**src/rtl/dbdma_pkg.sv**
```systemverilog
package dbdma_pkg;
  localparam int NUM_CH   = 2;
  localparam int REG_W    = 16;
  localparam int B_DONE   = 15;
  localparam int B_ERREN  = 14;
  localparam int B_CLR    = 13;
  localparam int B_DUAL   = 12;
  localparam int B_SRC_LO = 10;
  localparam int B_BUFRST = 9;
  localparam int B_OVR    = 8;
  localparam int B_ADINIT = 6;
  localparam int B_DAINIT = 5;

  typedef enum logic [1:0] {
    SRC_SW     = 2'd0,
    SRC_ADCLK  = 2'd1,
    SRC_DACLK  = 2'd2,
    SRC_ADTRIG = 2'd3
  } src_e;

  typedef struct packed {
    logic err_en;
    logic dual;
    src_e src;
  } cfg_t;
endpackage

```
**src/rtl/dbdma_ctrl_reg.sv**
```systemverilog
module dbdma_ctrl_reg
  import dbdma_pkg::*;
(
  input  logic             clk,
  input  logic             rst_n,
  input  logic             wr_en,
  input  logic [REG_W-1:0] wdata,
  input  logic             buf_end,
  output cfg_t             cfg,
  output logic             done,
  output logic             init_cmd,
  output logic             bufrst_cmd
);
  cfg_t cfg_q, cfg_d;
  logic done_q, done_d;
  logic clr_cmd;
  logic unused_wbits;

  assign unused_wbits = ^{wdata[B_DONE], wdata[B_OVR], wdata[7], wdata[4:0]};
  assign init_cmd   = wr_en & (wdata[B_ADINIT] | wdata[B_DAINIT]);
  assign bufrst_cmd = wr_en & wdata[B_BUFRST];
  assign clr_cmd    = wr_en & wdata[B_CLR];

  always_comb begin
    cfg_d = cfg_q;
    if (wr_en) begin
      cfg_d.err_en = wdata[B_ERREN];
      cfg_d.dual   = wdata[B_DUAL];
      cfg_d.src    = src_e'(wdata[B_SRC_LO+1:B_SRC_LO]);
    end
    done_d = done_q;
    if (init_cmd)     done_d = 1'b0;
    else if (buf_end) done_d = 1'b1;
    else if (clr_cmd) done_d = 1'b0;
  end

  always_ff @(posedge clk or negedge rst_n) begin
    if (!rst_n) begin
      cfg_q  <= '0;
      done_q <= 1'b0;
    end else begin
      cfg_q  <= cfg_d;
      done_q <= done_d;
    end
  end

  assign cfg  = cfg_q;
  assign done = done_q;

  // done is sticky until a clear or init command
  assert_done_sticky_R5: assert property (@(posedge clk) disable iff (!rst_n)
    done_q && !clr_cmd && !init_cmd |=> done_q);
  // a buffer end always leaves done set
  assert_done_set_R4: assert property (@(posedge clk) disable iff (!rst_n)
    buf_end && !init_cmd |=> done_q);
endmodule

```
**src/rtl/dbdma_req_engine.sv**
```systemverilog
module dbdma_req_engine
  import dbdma_pkg::*;
(
  input  logic              clk,
  input  logic              rst_n,
  input  cfg_t              cfg,
  input  logic              ad_clk_tick,
  input  logic              da_clk_tick,
  input  logic              ad_trig_tick,
  input  logic [NUM_CH-1:0] dack,
  input  logic [NUM_CH-1:0] tc,
  input  logic              init_cmd,
  input  logic              bufrst_cmd,
  output logic [NUM_CH-1:0] dreq,
  output logic              active,
  output logic              ack_ok,
  output logic              buf_end,
  output logic              overrun
);
  logic pend_q, pend_d;
  logic act_q, act_d;
  logic halt_q, halt_d;
  logic ovr_q, ovr_d;
  logic tick, tick_ok;

  always_comb begin
    unique case (cfg.src)
      SRC_ADCLK:  tick = ad_clk_tick;
      SRC_DACLK:  tick = da_clk_tick;
      SRC_ADTRIG: tick = ad_trig_tick;
      default:    tick = 1'b0;
    endcase
  end

  assign ack_ok  = pend_q & dack[act_q];
  assign buf_end = ack_ok & tc[act_q];
  assign tick_ok = tick & ~halt_q & ~(buf_end & ~cfg.dual);

  always_comb begin
    pend_d = (pend_q & ~ack_ok) | tick_ok;
    act_d  = act_q ^ buf_end;
    halt_d = halt_q | (buf_end & ~cfg.dual);
    ovr_d  = ovr_q | (tick_ok & pend_q & ~ack_ok);
    if (init_cmd || bufrst_cmd) begin
      pend_d = 1'b0;
      act_d  = 1'b0;
      halt_d = 1'b0;
    end
    if (init_cmd) ovr_d = 1'b0;
  end

  always_ff @(posedge clk or negedge rst_n) begin
    if (!rst_n) begin
      pend_q <= 1'b0;
      act_q  <= 1'b0;
      halt_q <= 1'b0;
      ovr_q  <= 1'b0;
    end else begin
      pend_q <= pend_d;
      act_q  <= act_d;
      halt_q <= halt_d;
      ovr_q  <= ovr_d;
    end
  end

  for (genvar c = 0; c < NUM_CH; c++) begin : g_req
    assign dreq[c] = pend_q & (act_q == c[0]);
  end

  assign active  = act_q;
  assign overrun = ovr_q;

  // never two requests at once
  assert_req_onehot_R2: assert property (@(posedge clk) disable iff (!rst_n)
    $onehot0(dreq));
  // an unacknowledged request is held
  assert_req_hold_R2: assert property (@(posedge clk) disable iff (!rst_n)
    (|dreq) && !(|(dreq & dack)) && !init_cmd && !bufrst_cmd |=> $stable(dreq));
  // buffer end flips the active index
  assert_toggle_R6: assert property (@(posedge clk) disable iff (!rst_n)
    buf_end && !init_cmd && !bufrst_cmd |=> active != $past(active));
  // single-buffer mode stops after the first buffer end
  assert_halt_R7: assert property (@(posedge clk) disable iff (!rst_n)
    buf_end && !cfg.dual && !init_cmd && !bufrst_cmd |=> dreq == '0);
endmodule

```
**src/rtl/dbdma_byte_ctr.sv**
```systemverilog
module dbdma_byte_ctr #(
  parameter int CNT_W = 16,
  parameter int STEP  = 2
) (
  input  logic             clk,
  input  logic             rst_n,
  input  logic             clr,
  input  logic             inc,
  output logic [CNT_W-1:0] count
);
  localparam logic [CNT_W-1:0] STEP_V = CNT_W'(STEP);
  logic [CNT_W-1:0] cnt_q, cnt_d;
  logic             cnt_en;

  assign cnt_en = clr | inc;

  always_comb begin
    if (clr) cnt_d = '0;
    else     cnt_d = cnt_q + STEP_V;
  end

  always_ff @(posedge clk or negedge rst_n) begin
    if (!rst_n)      cnt_q <= '0;
    else if (cnt_en) cnt_q <= cnt_d;
  end

  assign count = cnt_q;

  // one accepted transfer adds one sample's bytes
  assert_count_step_R3: assert property (@(posedge clk) disable iff (!rst_n)
    inc && !clr |=> count == $past(count) + STEP_V);
  // cleared counter reads zero
  assert_count_clr_R8: assert property (@(posedge clk) disable iff (!rst_n)
    clr |=> count == '0);
endmodule

```
**src/rtl/dbdma_top.sv**
```systemverilog
module dbdma_top
  import dbdma_pkg::*;
#(
  parameter int CNT_W        = 16,
  parameter int SAMPLE_BYTES = 2
) (
  input  logic             clk,
  input  logic             rst_n,
  input  logic             host_wr,
  input  logic [15:0]      host_wdata,
  output logic [15:0]      host_rdata,
  input  logic             ad_clk_tick,
  input  logic             da_clk_tick,
  input  logic             ad_trig_tick,
  output logic [1:0]       dma_req,
  input  logic [1:0]       dma_ack,
  input  logic [1:0]       dma_tc,
  output logic [CNT_W-1:0] buf0_bytes,
  output logic [CNT_W-1:0] buf1_bytes,
  output logic             irq
);
  cfg_t             cfg;
  logic             done, init_cmd, bufrst_cmd;
  logic             active, ack_ok, buf_end, overrun;
  logic [CNT_W-1:0] counts [NUM_CH];

  dbdma_ctrl_reg u_ctrl (
    .clk(clk), .rst_n(rst_n), .wr_en(host_wr), .wdata(host_wdata),
    .buf_end(buf_end), .cfg(cfg), .done(done),
    .init_cmd(init_cmd), .bufrst_cmd(bufrst_cmd)
  );

  dbdma_req_engine u_eng (
    .clk(clk), .rst_n(rst_n), .cfg(cfg),
    .ad_clk_tick(ad_clk_tick), .da_clk_tick(da_clk_tick),
    .ad_trig_tick(ad_trig_tick), .dack(dma_ack), .tc(dma_tc),
    .init_cmd(init_cmd), .bufrst_cmd(bufrst_cmd), .dreq(dma_req),
    .active(active), .ack_ok(ack_ok), .buf_end(buf_end), .overrun(overrun)
  );

  for (genvar c = 0; c < NUM_CH; c++) begin : g_cnt
    logic mine, becomes_mine;
    assign mine         = (active == c[0]);
    assign becomes_mine = buf_end & ~mine;
    dbdma_byte_ctr #(.CNT_W(CNT_W), .STEP(SAMPLE_BYTES)) u_cnt (
      .clk(clk), .rst_n(rst_n),
      .clr(init_cmd | bufrst_cmd | becomes_mine),
      .inc(ack_ok & mine),
      .count(counts[c])
    );
  end

  assign buf0_bytes = counts[0];
  assign buf1_bytes = counts[1];

  always_comb begin
    host_rdata                         = '0;
    host_rdata[B_DONE]                 = done;
    host_rdata[B_ERREN]                = cfg.err_en;
    host_rdata[B_DUAL]                 = cfg.dual;
    host_rdata[B_SRC_LO+1:B_SRC_LO]    = cfg.src;
    host_rdata[B_BUFRST]               = active;
    host_rdata[B_OVR]                  = overrun;
  end

  assign irq = done | (cfg.err_en & overrun);

  // overrun alone raises irq only when enabled
  assert_irq_gate_R10: assert property (@(posedge clk) disable iff (!rst_n)
    !done && !cfg.err_en |-> !irq);
endmodule

```
**config.mk**
```make
export PLATFORM = sky130hd
export DESIGN_NAME = dbdma_top
export DESIGN_NICKNAME = d
export VERILOG_FILES = /design/src/rtl/dbdma_pkg.sv /design/src/rtl/dbdma_ctrl_reg.sv /design/src/rtl/dbdma_req_engine.sv /design/src/rtl/dbdma_byte_ctr.sv /design/src/rtl/dbdma_top.sv
export SDC_FILE = /design/constraint.sdc
export NUM_CORES = 1
export LEC_CHECK = 0
export ABC_AREA = 1
export BUFFER_PORTS_ARGS = -buffer_cell sky130_fd_sc_hd__buf_2
export CAP_MARGIN = 0
export CORE_UTILIZATION = 28
export CTS_BUF_LIST = sky130_fd_sc_hd__clkbuf_16
export CTS_CLUSTER_DIAMETER = 50
export DETAILED_ROUTE_END_ITERATION = 10
export GPL_ROUTABILITY_DRIVEN = 0
export HOLD_SLACK_MARGIN = 0.06
export SLEW_MARGIN = 20
export SYNTH_ARGS = -nofsm -noshare
export SYNTH_HDL_FRONTEND = slang
export SYNTH_SLANG_ARGS = --single-unit
```
**constraint.sdc**
```tcl
create_clock -name clk -period 2.15 [get_ports clk]
set_clock_uncertainty 0.05 [all_clocks]
set_input_delay 0.43 -clock clk [delete_from_list [all_inputs] [get_ports clk]]
set_output_delay 0.43 -clock clk [all_outputs]
set_load 0.05 [all_outputs]
```
After elaboration in Yosys (flattened, before gate mapping)
Index checks and enable logic that the tools add are counted.
{"block": "classes", "add_sub_neg": 2, "magnitude_cmp": 1, "n_eq_ne": 3, "n_mux": 14, "bitwise": 34, "reduce_logical": 2}
{"cell": "adder 16 x 2 -> 16 bit (second input constant)", "count": 2}
{"cell": "2-to-1 mux 16 bit", "count": 2}
{"cell": "bitwise AND 1 bit", "count": 18}
{"cell": "2-to-1 mux 1 bit", "count": 11}
{"cell": "bitwise OR 1 bit", "count": 10}
{"cell": "inverter 1 bit", "count": 5}
{"cell": "== test 2 bit (second input constant)", "count": 2}
{"cell": "one-hot mux 1 bit (3 select lines)", "count": 1}
{"cell": "nonzero test 3 bit", "count": 1}
{"cell": "== test 2 x 1 -> 1 bit (second input constant)", "count": 1}
{"cell": "< comparator 1 x 2 -> 1 bit (second input constant)", "count": 1}
{"cell": "logical OR 1 bit", "count": 1}
{"cell": "XOR 1 bit", "count": 1}
{"block": "word_totals", "regBits": 41, "in_bits": 26, "out_inout_bits": 51, "wordCells": 66}

Depth between registers and ports, before layout
{"block": "logic_depth", "ltp_word": 11, "depth_mapped": 13, "depth_no_buf": 12}

Modules after synthesis
Synthesis repeated with hierarchy kept, for this count alone.
{"block": "hier_totals", "cells_unflattened": 315, "hier_area_um2": 2312.2}
{"mod": "dbdma_byte_ctr", "instances": 2, "cells_each": 111, "area_per_inst_um2": 837.1, "seq_area_each_um2": 375.4}
{"mod": "dbdma_req_engine", "instances": 1, "cells_each": 39, "area_per_inst_um2": 266.5, "seq_area_each_um2": 100.1}
{"mod": "dbdma_ctrl_reg", "instances": 1, "cells_each": 28, "area_per_inst_um2": 229.0, "seq_area_each_um2": 125.1}
{"mod": "dbdma_top", "instances": 1, "cells_each": 26, "area_per_inst_um2": 142.6, "seq_area_each_um2": 0.0}

Worst setup path before layout
OpenSTA, ideal clock, no wires.
{"block": "synth_path", "kind": "flip-flop to output port", "startpoint": "reg u_ctrl.cfg_q, in the netlist u_ctrl.cfg[3]", "endpoint": "out irq", "arrival_time_ps": 1463, "required_ps": 1670, "setup_slack_ps": 207, "path_stages_with_launch": 3, "path_buffers": 0, "path_cell_list": "dfrtp_1 -> inv_1 -> o21bai_1"}
{"block": "synth_via", "elab_chain_len": 2}
{"element": "start, declared", "line_no": "dbdma_ctrl_reg.sv:14", "rtl": "cfg_t cfg_q, cfg_d;"}
{"element": "start signal, assigned", "line_no": "dbdma_ctrl_reg.sv:42", "rtl": "cfg_q <= cfg_d;"}
{"element": "bitwise AND 1 bit", "line_no": "dbdma_top.sv:66", "rtl": "assign irq = done | (cfg.err_en & overrun);"}
{"element": "bitwise OR 1 bit", "line_no": "dbdma_top.sv:66"}
{"element": "end, declared", "line_no": "dbdma_top.sv:20", "rtl": "output logic irq"}
Every way passes these cells.

Worst setup path in the final report
{"block": "layout_path", "startpoint": "reg u_eng.act_q, in the netlist u_eng.active", "endpoint": "reg g_cnt[1].u_cnt.cnt_q[12]"}
{"block": "layout_via", "elab_chain_len": 7, "word_cells_on_any_way": 12, "cone_classes": "mux (5); bitwise (7)"}
{"element": "start, declared", "line_no": "dbdma_req_engine.sv:21", "rtl": "logic act_q, act_d;"}
{"element": "start signal, assigned", "line_no": "dbdma_req_engine.sv:60", "rtl": "act_q <= act_d;"}
{"element": "2-to-1 mux 1 bit (implied by the code) (2 in a row)", "line_no": "dbdma_req_engine.sv:35", "rtl": "assign ack_ok = pend_q & dack[act_q];"}
{"element": "bitwise AND 1 bit", "line_no": "dbdma_req_engine.sv:35"}
{"element": "bitwise AND 1 bit", "line_no": "dbdma_req_engine.sv:36", "rtl": "assign buf_end = ack_ok & tc[act_q];"}
{"element": "bitwise AND 1 bit", "line_no": "dbdma_top.sv:44", "rtl": "assign becomes_mine = buf_end & ~mine;"}
{"element": "bitwise OR 1 bit", "line_no": "dbdma_top.sv:47", "rtl": ".clr(init_cmd | bufrst_cmd | becomes_mine),"}
{"element": "2-to-1 mux 16 bit or bitwise OR 1 bit (tied branches)", "line_no": "dbdma_byte_ctr.sv:18, dbdma_byte_ctr.sv:15"}
{"element": "end signal, assigned", "line_no": "dbdma_byte_ctr.sv:24", "rtl": "else if (cnt_en) cnt_q <= cnt_d;"}
{"element": "end, declared", "line_no": "dbdma_byte_ctr.sv:12", "rtl": "logic [CNT_W-1:0] cnt_q, cnt_d;"}
Parallel ways exist; a longest one is shown, timed or not. The select of a mux whose other input is x is not followed.
A chain may end at the register's enable or synchronous reset.

==> qor.yml <==
maxSlewViolCount: 0
routed_wl_um: 5819
yosysWarningCount: 0
min-delay-start: "host_wdata[11]"
hpwl_um: 4544
hold_violations: 0
overflow: 0
nets: 431
n_fill_cell: 942
criticalPathCategory: "reg -> reg"
cp-start-kind: "register"
post_cts_buffers: 0
dieArea_um2: 9274
yosysSeqAreaShare_pct: 39.20
rr_endpoint: "g_cnt[1].u_cnt.count[12]$_DFFE_PN0P_"
ys_top_cells_by_area: "dfrtp_1 39%, nand2_1 13%, inv_1 6.0%, nor2_1 5.6%, buf_4 4.5%"
r2r_slack_ns: 0.23
ir_drop_mv: 0.3308
arrival_ns: 2.10
min_to: "u_ctrl.cfg[1]$_DFFE_PN0P_"
cts_sinks: 39
cap_violations: 0
vias: 2321
cts_tree: "yes"
critPathSlowestCell: "dfrtp_1"
ys_seq_elements: 39
synth_edf_count: 0
cp_data_required_time_ns: 2.32
p_leak_nw: 1.589
grt_pass1_vias: 2122
crit_buf_inv: 5
num_rows: 34
fin_crit_ns: 1.923
yosys.cell_count.top_type: "nand2_1"
grt_max_degree: 23
ant_nets: 0
initialDrtViolationCount: 62
dr.pass1.iters: 4
die_w_um: 96.30
max_freq_ghz: 0.5199
synth.top_cell.area_share_pct: 39.20
n_antenna_cell: 0
insertion_delay_ns: 0.28
r2r_start: "u_eng.active$_DFF_PN0_"
final.period_utilization_pct: 89.46
grt_pass1_wl_um: 9570
powerDensity_nw_per_um2: 605.7
fin_tns_setup_ns: 0
netlist_area_um2: 2490
avgSynthCellArea_um2: 7.433
critPathMaxStageDelay_ns: 0.56
antenna_found_initial: 0
core-area_um2: 8678
min_path_cells: 3
htree_levels: 2
port_buffers: 57
cp_cell_sequence: "inv_2 -> nand3_4 -> nand2_1 -> nand2_1 -> inv_1 -> ha_1 -> inv_1 -> nand2_2 -> inv_1 -> buf_4 -> nand4_1 -> nand2_1"
drcViolationCount: 0
r2r_cells: 12
crit_family: "buffers and inverters"
synthTopCellsByCount: "88 x nand2_1, 40 x inv_1, 39 x dfrtp_1"
wl_per_cell_um: 11.41
hold_path_class: "in -> reg"
die_y_um: 96.30
synthArstFlopShare_pct: 100.0
path_clk_slew_ns: 0.06
clockRootBuffer: "clkbuf_16"
status: "complete, no violations"
clockBufferDepth: 2
setup_viol: 0
ys.flop_type: "dfrtp_1"
crit_path_end_kind: "register"
ios: 77
initial_core_util_pct: 28.69
grt_use_total_pct: 13.36
grt_setup_unrepaired: "false"
synth_largest_area_cell: "dfrtp_1"
drive_gt1_share_pct: 25.12
numCtsBuffers: 5
synthToLayoutAreaGrowth_pct: 22.31
synthCells: 335
synth_cell_types: 32
total_power_mw: 1.845
vias_per_cell: 4.551
worst-path-max-fanout: 7
-- power by group --
group | leakage [nW] | internal [mW] | switching (mW)
Combinational | 0.989 | 0.0867 | 0.249
Sequential | 0.535 | 0.754 | 0.0274
Clock | 0.0649 | 0.422 | 0.305
Total | 1.59 | 1.26 | 0.581
-- layout by cell type (no fill, tap or decap), types with 3 or more instances in the layout --
master,instances
nand3_4,3
nand4_1,17
nand3_2,3
o21ai_0,10
nand2_1,88
nor3_2,3
o21bai_1,3
dfrtp_1,39
a21oi_1,17
nand2_2,8
nor2_1,37
conb_1,11
buf_4,8
inv_2,3
nand3_1,21
clkbuf_16,5
nor2_2,3
inv_1,40
nand2_4,3
ha_1,4
buf_2,57
-- worst register-to-register path, stage by stage, from the launching register on --
cell and delay, ns:
dfrtp_1 0.56, inv_2 0.13, nand3_4 0.08, nand2_1 0.07, nand2_1 0.09, inv_1 0.06, ha_1 0.17, inv_1 0.09
nand2_2 0.07, inv_1 0.13, buf_4 0.18, nand4_1 0.11, nand2_1 0.07
-- area by class of cell --
| class | instances | area [µm²] | area share, % |
|---|---|---|---|
| sequential | 39 | 975.9 | 32.05 |
| timing repair buffer | 67 | 375.4 | 12.33 |
| multi-input combinational | 245 | 1257 | 41.29 |
| clock inverter | 3 | 15.01 | 0.4930 |
| tap | 108 | 135.1 | 4.437 |
| clock buffer | 5 | 125.1 | 4.108 |
| inverter | 43 | 161.4 | 5.300 |
-- metrics by stage --
step | instance area (µm²) | instances | worst slack [ns] | util [%] | hold slack [ns]
after floorplan | 2527 | 345 | 0.2075 | - | 0.08441
after global placement | 2895 | 501 | 0.2355 | 33.36 | 0.3555
after detailed placement | 2895 | 501 | 0.1987 | 33.36 | 0.3599
after CTS | 3045 | 510 | 0.1925 | 35.09 | 0.3037
after global routing | 3045 | 510 | 0.02726 | 35.09 | 0.3294
final | 3045 | 510 | 0.2266 | 35.09 | 0.3045
-- state kept, by name, indices dropped and copies added (netlist names) --
name / count
u_eng.pend_q: 1
u_eng.halt_q: 1
u_ctrl.cfg: 4
u_ctrl.done: 1
u_eng.overrun: 1
u_eng.active: 1
g_cnt.u_cnt.count: 30
-- cell families (layout without fill, tap and decap cells) --
group	Yosys count	after routing	synth area share, %
xor gates and xnor gates	2	2	0.7036
DFF	39	39	39.20
buffers and inverters	61	118	11.81
and+or+nand+nor	191	191	37.89
adders and majority gates	4	4	2.010
other	1	11	0.1506
AOI/OAI and AO/OA	37	37	8.241
-- worst max-delay path by stage --
stage                         startpoint                                   end  cells after the start
2_1_floorplan  u_ctrl.cfg[3]$_DFFE_PN0P_                                   irq                      2
3_3_place_gp      u_eng.active$_DFF_PN0_  g_cnt[1].u_cnt.count[12]$_DFFE_PN0P_                     12
3_5_place_dp      u_eng.active$_DFF_PN0_   g_cnt[0].u_cnt.count[3]$_DFFE_PN0P_                     13
4_1_cts           u_eng.active$_DFF_PN0_   g_cnt[0].u_cnt.count[3]$_DFFE_PN0P_                     13
5_1_grt           u_eng.active$_DFF_PN0_  g_cnt[0].u_cnt.count[10]$_DFFE_PN0P_                     12
6_report          u_eng.active$_DFF_PN0_  g_cnt[1].u_cnt.count[12]$_DFFE_PN0P_                     12
-- metal layers --
metal,global-route usage [%],routed length [µm],vias up
li1,-,-,1189
met1,17.61,2793,1078
met2,22.10,2724,49
met3,2.686,244,5
met4,3.799,57,0
met5,0,0,-
-- timing repair --
item,in CTS,in global routing
hold buffers,1,0
hold endpoints to repair,5,0
resized for setup,0,0
No activity file was read; power rests on OpenSTA's default activity.
